## config.mk

```make
export PLATFORM = sky130hd
export DESIGN_NAME = mem_req_frontend
export DESIGN_NICKNAME = d
export VERILOG_FILES = /design/src/rtl/mem_req_frontend.sv
export SDC_FILE = /design/constraint.sdc
export NUM_CORES = 1
export LEC_CHECK = 0
export BUFFER_PORTS_ARGS = -buffer_cell sky130_fd_sc_hd__buf_2
export CORE_MARGIN = 2
export CORE_UTILIZATION = 50
export CTS_BUF_LIST = sky130_fd_sc_hd__clkbuf_4 sky130_fd_sc_hd__clkbuf_8
export CTS_CLUSTER_SIZE = 40
export DETAILED_ROUTE_END_ITERATION = 8
export PLACE_DENSITY = 0.75
export SYNTH_ARGS = -nofsm -noshare
export SYNTH_HDL_FRONTEND = slang
export SYNTH_SLANG_ARGS = --single-unit
export TNS_END_PERCENT = 5
```

## constraint.sdc

```tcl
create_clock -name clk -period 3.67 [get_ports clk]
set_input_delay 0.1835 -clock clk [delete_from_list [all_inputs] [get_ports clk]]
set_output_delay 0.1835 -clock clk [all_outputs]
set_load 0.03 [all_outputs]
```

## src/rtl/mem_req_frontend.sv

```systemverilog
module mem_req_frontend #(
  parameter int ADDR_W    = 24,
  parameter int CS_W      = 2,
  parameter int SIZE_W    = 3,
  parameter int DATA_W    = 32,
  parameter int DEV_BL    = 8,
  parameter bit DDR2_MODE = 1'b0,
  parameter int DEPTH     = 4
) (
  input  logic                clk,
  input  logic                rst,
  input  logic                req_valid,
  input  logic                req_write,
  input  logic [ADDR_W-1:0]   req_addr,
  input  logic [CS_W-1:0]     req_cs,
  input  logic [SIZE_W-1:0]   req_size,
  output logic                req_ready,
  output logic                req_err,
  output logic                wdata_req,
  input  logic [DATA_W-1:0]   wdata_in,
  input  logic [DATA_W/8-1:0] wbe_in,
  output logic                wd_valid,
  output logic [DATA_W-1:0]   wd_data,
  output logic [DATA_W/8-1:0] wd_be,
  output logic                cmd_valid,
  input  logic                cmd_ready,
  output logic                cmd_write,
  output logic [ADDR_W-1:0]   cmd_addr,
  output logic [CS_W-1:0]     cmd_cs,
  output logic [SIZE_W-1:0]   cmd_size
);
  localparam int PTR_W    = (DEPTH > 1) ? $clog2(DEPTH) : 1;
  localparam int CNT_W    = $clog2(DEPTH + 1);
  localparam int HALF_BL  = DEV_BL / 2;
  localparam int MAX_SIZE = DDR2_MODE ? ((HALF_BL < 2) ? HALF_BL : 2) : HALF_BL;
  localparam int ENT_W    = 1 + ADDR_W + CS_W + SIZE_W;

  function automatic logic [PTR_W-1:0] bump(input logic [PTR_W-1:0] p);
    return (p == PTR_W'(DEPTH - 1)) ? '0 : p + 1'b1;
  endfunction

  logic [ENT_W-1:0]  cq [DEPTH];
  logic [PTR_W-1:0]  c_wr, c_rd;
  logic [CNT_W-1:0]  c_cnt;
  logic [SIZE_W-1:0] wq [DEPTH];
  logic [PTR_W-1:0]  w_wr, w_rd;
  logic [CNT_W-1:0]  w_cnt;
  logic [SIZE_W-1:0] beat;
  logic size_ok, acc, pop, wpush, wlast;

  assign size_ok   = (req_size != '0) && (req_size <= SIZE_W'(MAX_SIZE));
  assign req_ready = (c_cnt != CNT_W'(DEPTH)) && (w_cnt != CNT_W'(DEPTH));
  assign req_err   = req_valid && req_ready && !size_ok;
  assign acc       = req_valid && req_ready && size_ok;
  assign wpush     = acc && req_write;

  assign cmd_valid = (c_cnt != '0);
  assign pop       = cmd_valid && cmd_ready;
  assign {cmd_write, cmd_addr, cmd_cs, cmd_size} = cq[c_rd];

  assign wdata_req = (w_cnt != '0);
  assign wlast     = wdata_req && (beat + 1'b1 == wq[w_rd]);
  assign wd_data   = wdata_in;
  assign wd_be     = wbe_in;

  always_ff @(posedge clk) begin
    if (acc) cq[c_wr] <= {req_write, req_addr, req_cs, req_size};
    if (wpush) wq[w_wr] <= req_size;
  end

  always_ff @(posedge clk) begin
    if (rst) begin
      c_wr  <= '0;
      c_rd  <= '0;
      c_cnt <= '0;
    end else begin
      if (acc) c_wr <= bump(c_wr);
      if (pop) c_rd <= bump(c_rd);
      case ({acc, pop})
        2'b10:   c_cnt <= c_cnt + 1'b1;
        2'b01:   c_cnt <= c_cnt - 1'b1;
        default: c_cnt <= c_cnt;
      endcase
    end
  end

  always_ff @(posedge clk) begin
    if (rst) begin
      w_wr     <= '0;
      w_rd     <= '0;
      w_cnt    <= '0;
      beat     <= '0;
      wd_valid <= 1'b0;
    end else begin
      wd_valid <= wdata_req;
      if (wpush) w_wr <= bump(w_wr);
      if (wlast) begin
        w_rd <= bump(w_rd);
        beat <= '0;
      end else if (wdata_req) begin
        beat <= beat + 1'b1;
      end
      case ({wpush, wlast})
        2'b10:   w_cnt <= w_cnt + 1'b1;
        2'b01:   w_cnt <= w_cnt - 1'b1;
        default: w_cnt <= w_cnt;
      endcase
    end
  end

  a_r3_no_overflow: assert property (@(posedge clk) disable iff (rst)
    (c_cnt <= CNT_W'(DEPTH)) && (w_cnt <= CNT_W'(DEPTH)));

  a_r4_full_not_ready: assert property (@(posedge clk) disable iff (rst)
    (c_cnt == CNT_W'(DEPTH)) |-> !req_ready);

  a_r2_head_stable: assert property (@(posedge clk) disable iff (rst)
    (cmd_valid && !cmd_ready) |=> (cmd_valid && $stable({cmd_write, cmd_addr, cmd_cs, cmd_size})));

  a_r6_err_not_queued: assert property (@(posedge clk) disable iff (rst)
    req_err |=> (c_cnt <= $past(c_cnt)));

  a_r7_write_asks_data: assert property (@(posedge clk) disable iff (rst)
    (req_valid && req_ready && !req_err && req_write) |=> wdata_req);

  a_r8_data_strobe: assert property (@(posedge clk) disable iff (rst)
    wdata_req |=> wd_valid);

  a_r10_reset_state: assert property (@(posedge clk) disable iff (rst)
    $past(rst) |-> (req_ready && !cmd_valid && !wdata_req && !wd_valid));
endmodule

```

==> flow_summary.toml, run 1 <==
[final_layout]
area_delta_synth_final_pct = 14.8
multi_input_area_mm2 = 0.00145
drive_gt1_share_pct = 32.2
diodes = 0
nFillCells = 914
seqCellArea_mm2 = 0.00441
nets = 499
fin_cells = 594
design_area_mm2 = 0.00713

[hold_path]
hp-class = "input pin to flop"

[worst_setup_path]
crit_path_max_incr_delay_ps = 590
critPathRequiredTime_ps = 4030
worstPathCellList = "mux4_1 -> xnor2_1 -> nor4_4 -> ha_1 -> fa_1 -> xnor2_1 -> or3_1 -> a21oi_1"
timing.critical_path.mode_cell = "xnor2_1"
cp.arrival_ps = 3100
worstSetupPathType = "flop to flop"
start_kind = "flop"
end_kind = "flop"
critPathSlowestCell = "mux4_1"
crit_fanout = 5

[floorplan]
top_level_ports = 141
die_area_mm2 = 0.0133
fp.dieW_um = 115
initial_core_util_pct = 51.5
design.core.area_mm2 = 0.0121
die-height_um = 115
rows = 40

[clock_network]
cts-root-buf = "clkbuf_8"
clk_latency_ps = 420
postCtsResizedCells = 0
clock_sinks = 154
clkTransAtPathRegs_ps = 70
cts_tree = "done"
cts_htree_levels = 4
cts_buffers = 17
post_cts_buffers = 0
max-clock-path-buffers = 2

[sta]
finalCritPeriodShare_pct = 74.7
finalSetupTns_ps = 0
finalCriticalPeriod_ps = 2740
holdWs_ps = 58.4
worst_pin_slew_ps = 841
rsz0062_at_grt = "no"
clock_skew_ps = 7.33
hold_violations = 0
setup_viol = 0
drv_slew = 0
max_freq_ghz = 0.365
relSlewSlack_pct = 43.5

[placed_design]
placed_area_mm2 = 0.00651
io_buffers = 68
hpwl_um = 6600
gp_congestion = 0.721
place_inst = 537

[status]
outcome = "complete, no violations"

[logic_synthesis]
synth_edf_count = 132
syn_inst = 337
ys.flop_type = "edfxtp_1"
ys_types = 33
synth_area_mm2 = 0.00621
synth_seq_cells = 154
yosysSeqAreaShare_pct = 70.9
synth_xor_area_share_pct = 1.69
avgSynthCellArea_um2 = 18.4
synth.area.mux_share_pct = 12.6
synth_top_family_by_area = "multiplexers"
synth_nets = 422
yosys.area_share.adder_pct = 3.26
async_reset_ff_share_pct = 0
synth_simple_gate_area_share_pct = 3.77
synth_compound_area_share_pct = 1.93
synth-warning-count = 0

[global_routing]
grt-ovfl-total = 0
antenna_found_initial = 0
track_usage_pct = 16.5
grt_pass1_wl_um = 16200
first_global_vias = 3122
grt_max_degree = 31

[detailed_routing]
wl_per_cell_um = 17.6
drt-total-wl_um = 10400
drt_first_pass_iters = 5
drc = 0
vias = 3102
ant_nets = 0
drt_iter0_drc = 231
avgViaCountPerCell = 5.22

[flow_run]
drv_cap = 0

[power]
total_power_mw = 4.13
peakVddDrop_uv = 252
p_leak_nw = 2.51
p_per_area_mw_per_mm2 = 579
==> kinds of logic (layout without fill, tap and decap cells) <==
family | Yosys count | count (layout)
xor+xnor | 12 | 12
buf+inv | 57 | 146
compound gates | 20 | 20
flops | 154 | 154
mux | 36 | 36
simple gates | 43 | 43
fa+ha+maj | 15 | 15
==> power by group <==
group | switching [mW] | internal, mW
logic | 0.547 | 0.373
clock network | 0.544 | 0.599
registers | 0.0744 | 1.99
total | 1.17 | 2.96
==> final cells by class <==
cell class	instances	area share [%]
Sequential cell	154	61.8
Multi-Input combinational cell	126	20.3
Timing Repair Buffer	102	9.27
Clock buffer	19	3.49
Tap cell	168	2.95
Clock inverter	12	1.51
Inverter	13	0.684
==> repair_timing <==
action,CTS,global route
hold buffers,26,0
endpoints found under the hold margin,104,0
endpoints found under the setup margin,0,0
==> critical path, delay by kind of cell, from the launching register on <==
kind	cells	cell delay (ps)
fa+ha+maj	2	660
xor+xnor	2	460
simple gates	2	430
mux	1	590
flops	1	400
compound gates	1	140
==> worst paths after layout <==
check / from / to / slack [ps] / cells past startpoint
worst max register to register: flop / w_cnt[2] / 930 / 8
worst min-delay path: req_size[1] / wq[3][1] / 60 / 1
worst min register to register: beat[1] / beat[1] / 470 / 2
worst max-delay path: flop / w_cnt[2] / 930 / 8
==> placed cells by master (no fill, tap or decap), types with 2 or more instances in the layout <==
cell / synthesis / routed
mux4_2: 31 / 31
dfxtp_1: 22 / 21
clkinv_1: 0 / 4
edfxtp_1: 132 / 132
xor2_1: 6 / 6
nand3_1: 2 / 2
and3_1: 8 / 8
inv_1: 13 / 13
mux4_1: 2 / 2
a21oi_1: 10 / 10
clkbuf_4: 0 / 2
o21ai_0: 4 / 4
bufinv_16: 0 / 2
nand2b_1: 2 / 2
buf_4: 36 / 8
nor2_1: 12 / 12
ha_1: 13 / 13
nand2_1: 6 / 6
mux2i_1: 2 / 2
clkbuf_8: 0 / 17
clkinv_2: 0 / 5
or3_1: 4 / 4
dlygate4sd3_1: 0 / 26
fa_1: 2 / 2
o31ai_1: 2 / 2
nand4_1: 2 / 2
nor3_1: 4 / 4
buf_2: 3 / 68
xnor2_1: 6 / 6
==> sequential cells by signal, summed over array words and instances (netlist names), named ones only <==
| register | count |
|---|---|
| wd_valid | 1 |
| w_wr | 2 |
| w_rd | 2 |
| beat | 3 |
| w_cnt | 3 |
| wq | 12 |
| c_cnt | 3 |
| c_rd | 2 |
| cq | 120 |
| c_wr | 2 |
==> metal layers <==
metal	global-route usage [%]	up-vias	share of wire, %
met2	27.4	104	50
met1	21.0	1546	43
met5	0	-	0
li1	-	1425	-
met3	5.02	27	5.3
met4	5.78	0	1.5
==> metrics by stage <==
stage	util [%]	setup slack [ps]
final	59.1	927
after global routing	59.1	740
after CTS	59.1	909
after detailed placement	54.0	934
after global placement	54.0	997
after floorplan	-	1110
==> cells in the mapped netlist (2+ instances only) <==
| cell type | count | share of area, % |
|---|---|---|
| nand3_1 | 2 | 0.16 |
| mux2i_1 | 2 | 0.32 |
| a21oi_1 | 10 | 0.81 |
| and3_1 | 8 | 0.81 |
| dfxtp_1 | 22 | 7.1 |
| xnor2_1 | 6 | 0.85 |
| nor3_1 | 4 | 0.32 |
| or3_1 | 4 | 0.40 |
| mux4_1 | 2 | 0.85 |
| o31ai_1 | 2 | 0.24 |
| mux4_2 | 31 | 11 |
| ha_1 | 13 | 2.6 |
| buf_4 | 36 | 4.4 |
| nand2_1 | 6 | 0.36 |
| edfxtp_1 | 132 | 64 |
| buf_2 | 3 | 0.24 |
| fa_1 | 2 | 0.64 |
| clkbuf_1 | 4 | 0.24 |
| o21ai_0 | 4 | 0.32 |
| xor2_1 | 6 | 0.85 |
| nor2_1 | 12 | 0.73 |
| inv_1 | 13 | 0.79 |
| nand4_1 | 2 | 0.20 |
| nand2b_1 | 2 | 0.20 |
Note: power is estimated with default switching activity, not from simulation.
==> run 2: changes to the inputs <==
--- a/config.mk
+++ b/config.mk
@@ -5,6 +5,7 @@
 export SDC_FILE = /design/constraint.sdc
 export NUM_CORES = 1
 export LEC_CHECK = 0
+export ABC_AREA = 1
 export BUFFER_PORTS_ARGS = -buffer_cell sky130_fd_sc_hd__buf_2
 export CORE_MARGIN = 2
 export CORE_UTILIZATION = 50
==> constraint.sdc (replaced) <==
create_clock -name clk -period 2.7 [get_ports clk]
set_input_delay 0.135 -clock clk [delete_from_list [all_inputs] [get_ports clk]]
set_output_delay 0.135 -clock clk [all_outputs]
set_load 0.03 [all_outputs]
==> run 2 against run 1 <==
Compared with the run above: first-iteration DRC count increased by 36%; global-route usage is 2.5 points higher; fmax rose by 12%; count of clock-buffer cells in the layout shrank 1; power increased by 61%; critical path depth increased by 5; sequential power rose by 36%; cell count grew 30%; non-clock buffer count up 5; die area up 2.1%; clock power is 24% higher; critical path type unchanged; critical endpoint unchanged; highest routed layer unchanged.
==> flow_summary.toml, run 2 <==
[detailed_routing]
drt-total-wl_um = 12100
drt_first_pass_iters = 4
vias = 3960
drc = 0
avgViaCountPerCell = 5.14
wl_per_cell_um = 15.7
ant_nets = 0
drt_iter0_drc = 314

[placed_design]
hpwl_um = 7630
io_buffers = 68
gp_congestion = 0.815
place_inst = 710

[global_routing]
track_usage_pct = 19.1
grt_max_degree = 61
first_global_vias = 4013
antenna_found_initial = 0
grt-ovfl-total = 0
grt_pass1_wl_um = 19400

[power]
p_per_area_mw_per_mm2 = 908
clkPwrFrac_pct = 21.3
comb_power_share_pct = 36.2
total_power_mw = 6.63
internal_power_mw = 4.05
pwr-share-seq_pct = 42.5
p_sw_mw = 2.58
peakVddDrop_uv = 531
p_leak_nw = 2.67
p_sw_share_pct = 38.9

[final_layout]
nFillCells = 995
drive_gt1_share_pct = 21.9
top_register = "cq"
largest_register_ff_count = 120
nets = 671
final_common_cell = "edfxtp_1"
diodes = 0
multi_input_area_mm2 = 0.00149
final_cell_mix = "132 x edfxtp_1, 81 x nor2_1, 74 x o21ai_0"
seqCellArea_mm2 = 0.00441
top_regs = "cq: 120 flops, wq: 12 flops"
fin_cells = 771
area_delta_synth_final_pct = 15.0

[logic_synthesis]
synth_compound_area_share_pct = 10.2
synth_edf_count = 132
avgSynthCellArea_um2 = 12.3
synth_xor_area_share_pct = 0.414
synth_seq_cells = 154
synthTopCellsByArea = "edfxtp_1 62%, dfxtp_1 6.9%, o21ai_0 5.8%"
synth_area_leader_cell = "edfxtp_1"
synth_area_mm2 = 0.00634
synth_simple_gate_area_share_pct = 9.21
synth_nets = 601
synth.area.mux_share_pct = 0
syn_inst = 516
ys_types = 26
async_reset_ff_share_pct = 0
synth-warning-count = 0
synth_common_cells = "132 x edfxtp_1, 85 x nor2_1, 74 x o21ai_0"
ys.flop_type = "edfxtp_1"
synth_top_family_by_area = "compound AO/OA/AOI/OAI gates"
synth_top_area_share_pct = 62.5
synth.most_common_cell = "edfxtp_1"
yosys.area_share.adder_pct = 3.19
yosysSeqAreaShare_pct = 69.4

[worst_setup_path]
r2r_start = "beat[0]"
critPathRequiredTime_ps = 3060
crit_fanout = 5
cp-endpoint = "w_cnt[2]"
startpoint = "beat[0]"
worstSetupPathType = "flop to flop"
start_kind = "flop"
path_depth = 13
r2r_cells = 13
reg2reg_to = "w_cnt[2]"
crit_family = "adder cells"
cp.buffers_inverters = 1
crit_path_max_incr_delay_ps = 400
end_kind = "flop"
rrSetupSlack_ps = 260
cp.arrival_ps = 2800
critPathSlowestCell = "fa_1"
worstPathCellList = "ha_1 -> xnor2_1 -> nand3_1 -> nand2_2 -> nor2_4 -> nand2_2 -> inv_1 -> ha_1 -> fa_1 -> a21oi_1 -> o21a_1 -> o21ai_0 -> a21oi_1"

[clock_network]
clk_latency_ps = 430
cts_buffers = 17
cts_tree = "done"
cts-root-buf = "clkbuf_8"
post_cts_buffers = 0
clkTransAtPathRegs_ps = 80
cts_htree_levels = 4
clock_sinks = 154
max-clock-path-buffers = 2

[sta]
rsz0062_at_grt = "no"
hold_violations = 0
relSlewSlack_pct = 61.3
holdWs_ps = 49.2
setup_viol = 0
worst_pin_slew_ps = 580
clock_skew_ps = 7.95
finalCriticalPeriod_ps = 2440
finalSetupTns_ps = 0
drv_slew = 0
finalCritPeriodShare_pct = 90.3
max_freq_ghz = 0.410

[floorplan]
die-height_um = 117
fp.dieW_um = 117
rows = 41
die_area_mm2 = 0.0136
top_level_ports = 141
design.core.area_mm2 = 0.0125
initial_core_util_pct = 50.7

[hold_path]
hp-class = "input pin to flop"

[flow_run]
drv_cap = 0

[status]
outcome = "complete, no violations"
[run 2: cell count changes in the layout (fill, tap and decap cells not counted), moves of 17 or more]
cell / delta
nor2_1: +69
mux4_2: -31
o22ai_1: +30
o21ai_0: +70
nand2_1: +17
inv_1: +19
[run 2: cell families (layout without fill, tap and decap cells)]
group | count (synthesis) | after routing
compound gates | 120 | 120
buf+inv | 91 | 174
fa+ha+maj | 15 | 15
simple gates | 133 | 133
flops | 154 | 154
xor+xnor | 3 | 3
[run 2: cell type report]
cell class | instances | share of cell area (%)
clock inverters | 14 | 1.11
inverters | 35 | 1.80
well taps | 172 | 2.95
repair buffers | 107 | 10.0
clock buffers | 18 | 3.31
multi-input cells | 271 | 20.5
flip-flops and latches | 154 | 60.4
[run 2: worst min path at each step]
stage / end / slack, ps / depth (start not counted) / start
6_report: wq[0][0] / 50 / 1 / req_size[0]
5_1_grt: cq[0][2] / 30 / 1 / req_size[2]
4_1_cts: wq[0][0] / 20 / 1 / req_size[0]
3_5_place_dp: wd_be[0] / 270 / 0 / wbe_in[0]
3_3_place_gp: wd_be[0] / 270 / 0 / wbe_in[0]
2_1_floorplan: c_cnt[1] / 210 / 1 / rst
[run 2: timing repair]
action                                 CTS  global route
hold buffers                            29             0
gates resized for setup                  0             0
endpoints found under the hold margin  113             0
setup endpoints to repair                0             0
[run 2: stage by stage]
step	setup WS [ps]	area [um^2]	util, %
final	262	7300	58.3
after global routing	51.5	7300	58.3
after CTS	273	7300	58.3
after detailed placement	294	6690	53.4
after global placement	392	6690	53.4
after floorplan	140	6340	-
[run 2: worst reg2reg max path, delay by kind of cell, from the launching register on]
kind | cells | cell delay [ps]
flops | 1 | 340
fa+ha+maj | 3 | 830
simple gates | 4 | 380
xor+xnor | 1 | 290
compound gates | 4 | 510
buf+inv | 1 | 50
[run 2: metal layers]
metal	up-vias	routed length (um)	GRT usage [%]
met5	-	0	0
met4	0	132	7.37
met3	14	838	5.97
met2	131	6070	31.6
met1	1896	5090	23.5
li1	1919	-	-
[run 2: power by group through the flow]
stage / sequential [mW] / combinational (mW) / clock, mW
3_3_place_gp: 2.86 / 2.31 / 0
2_1_floorplan: 2.87 / 1.76 / 0
3_5_place_dp: 2.87 / 2.37 / 0
5_1_grt: 2.83 / 2.63 / 1.56
6_report: 2.82 / 2.40 / 1.41
4_1_cts: 2.82 / 2.41 / 1.45
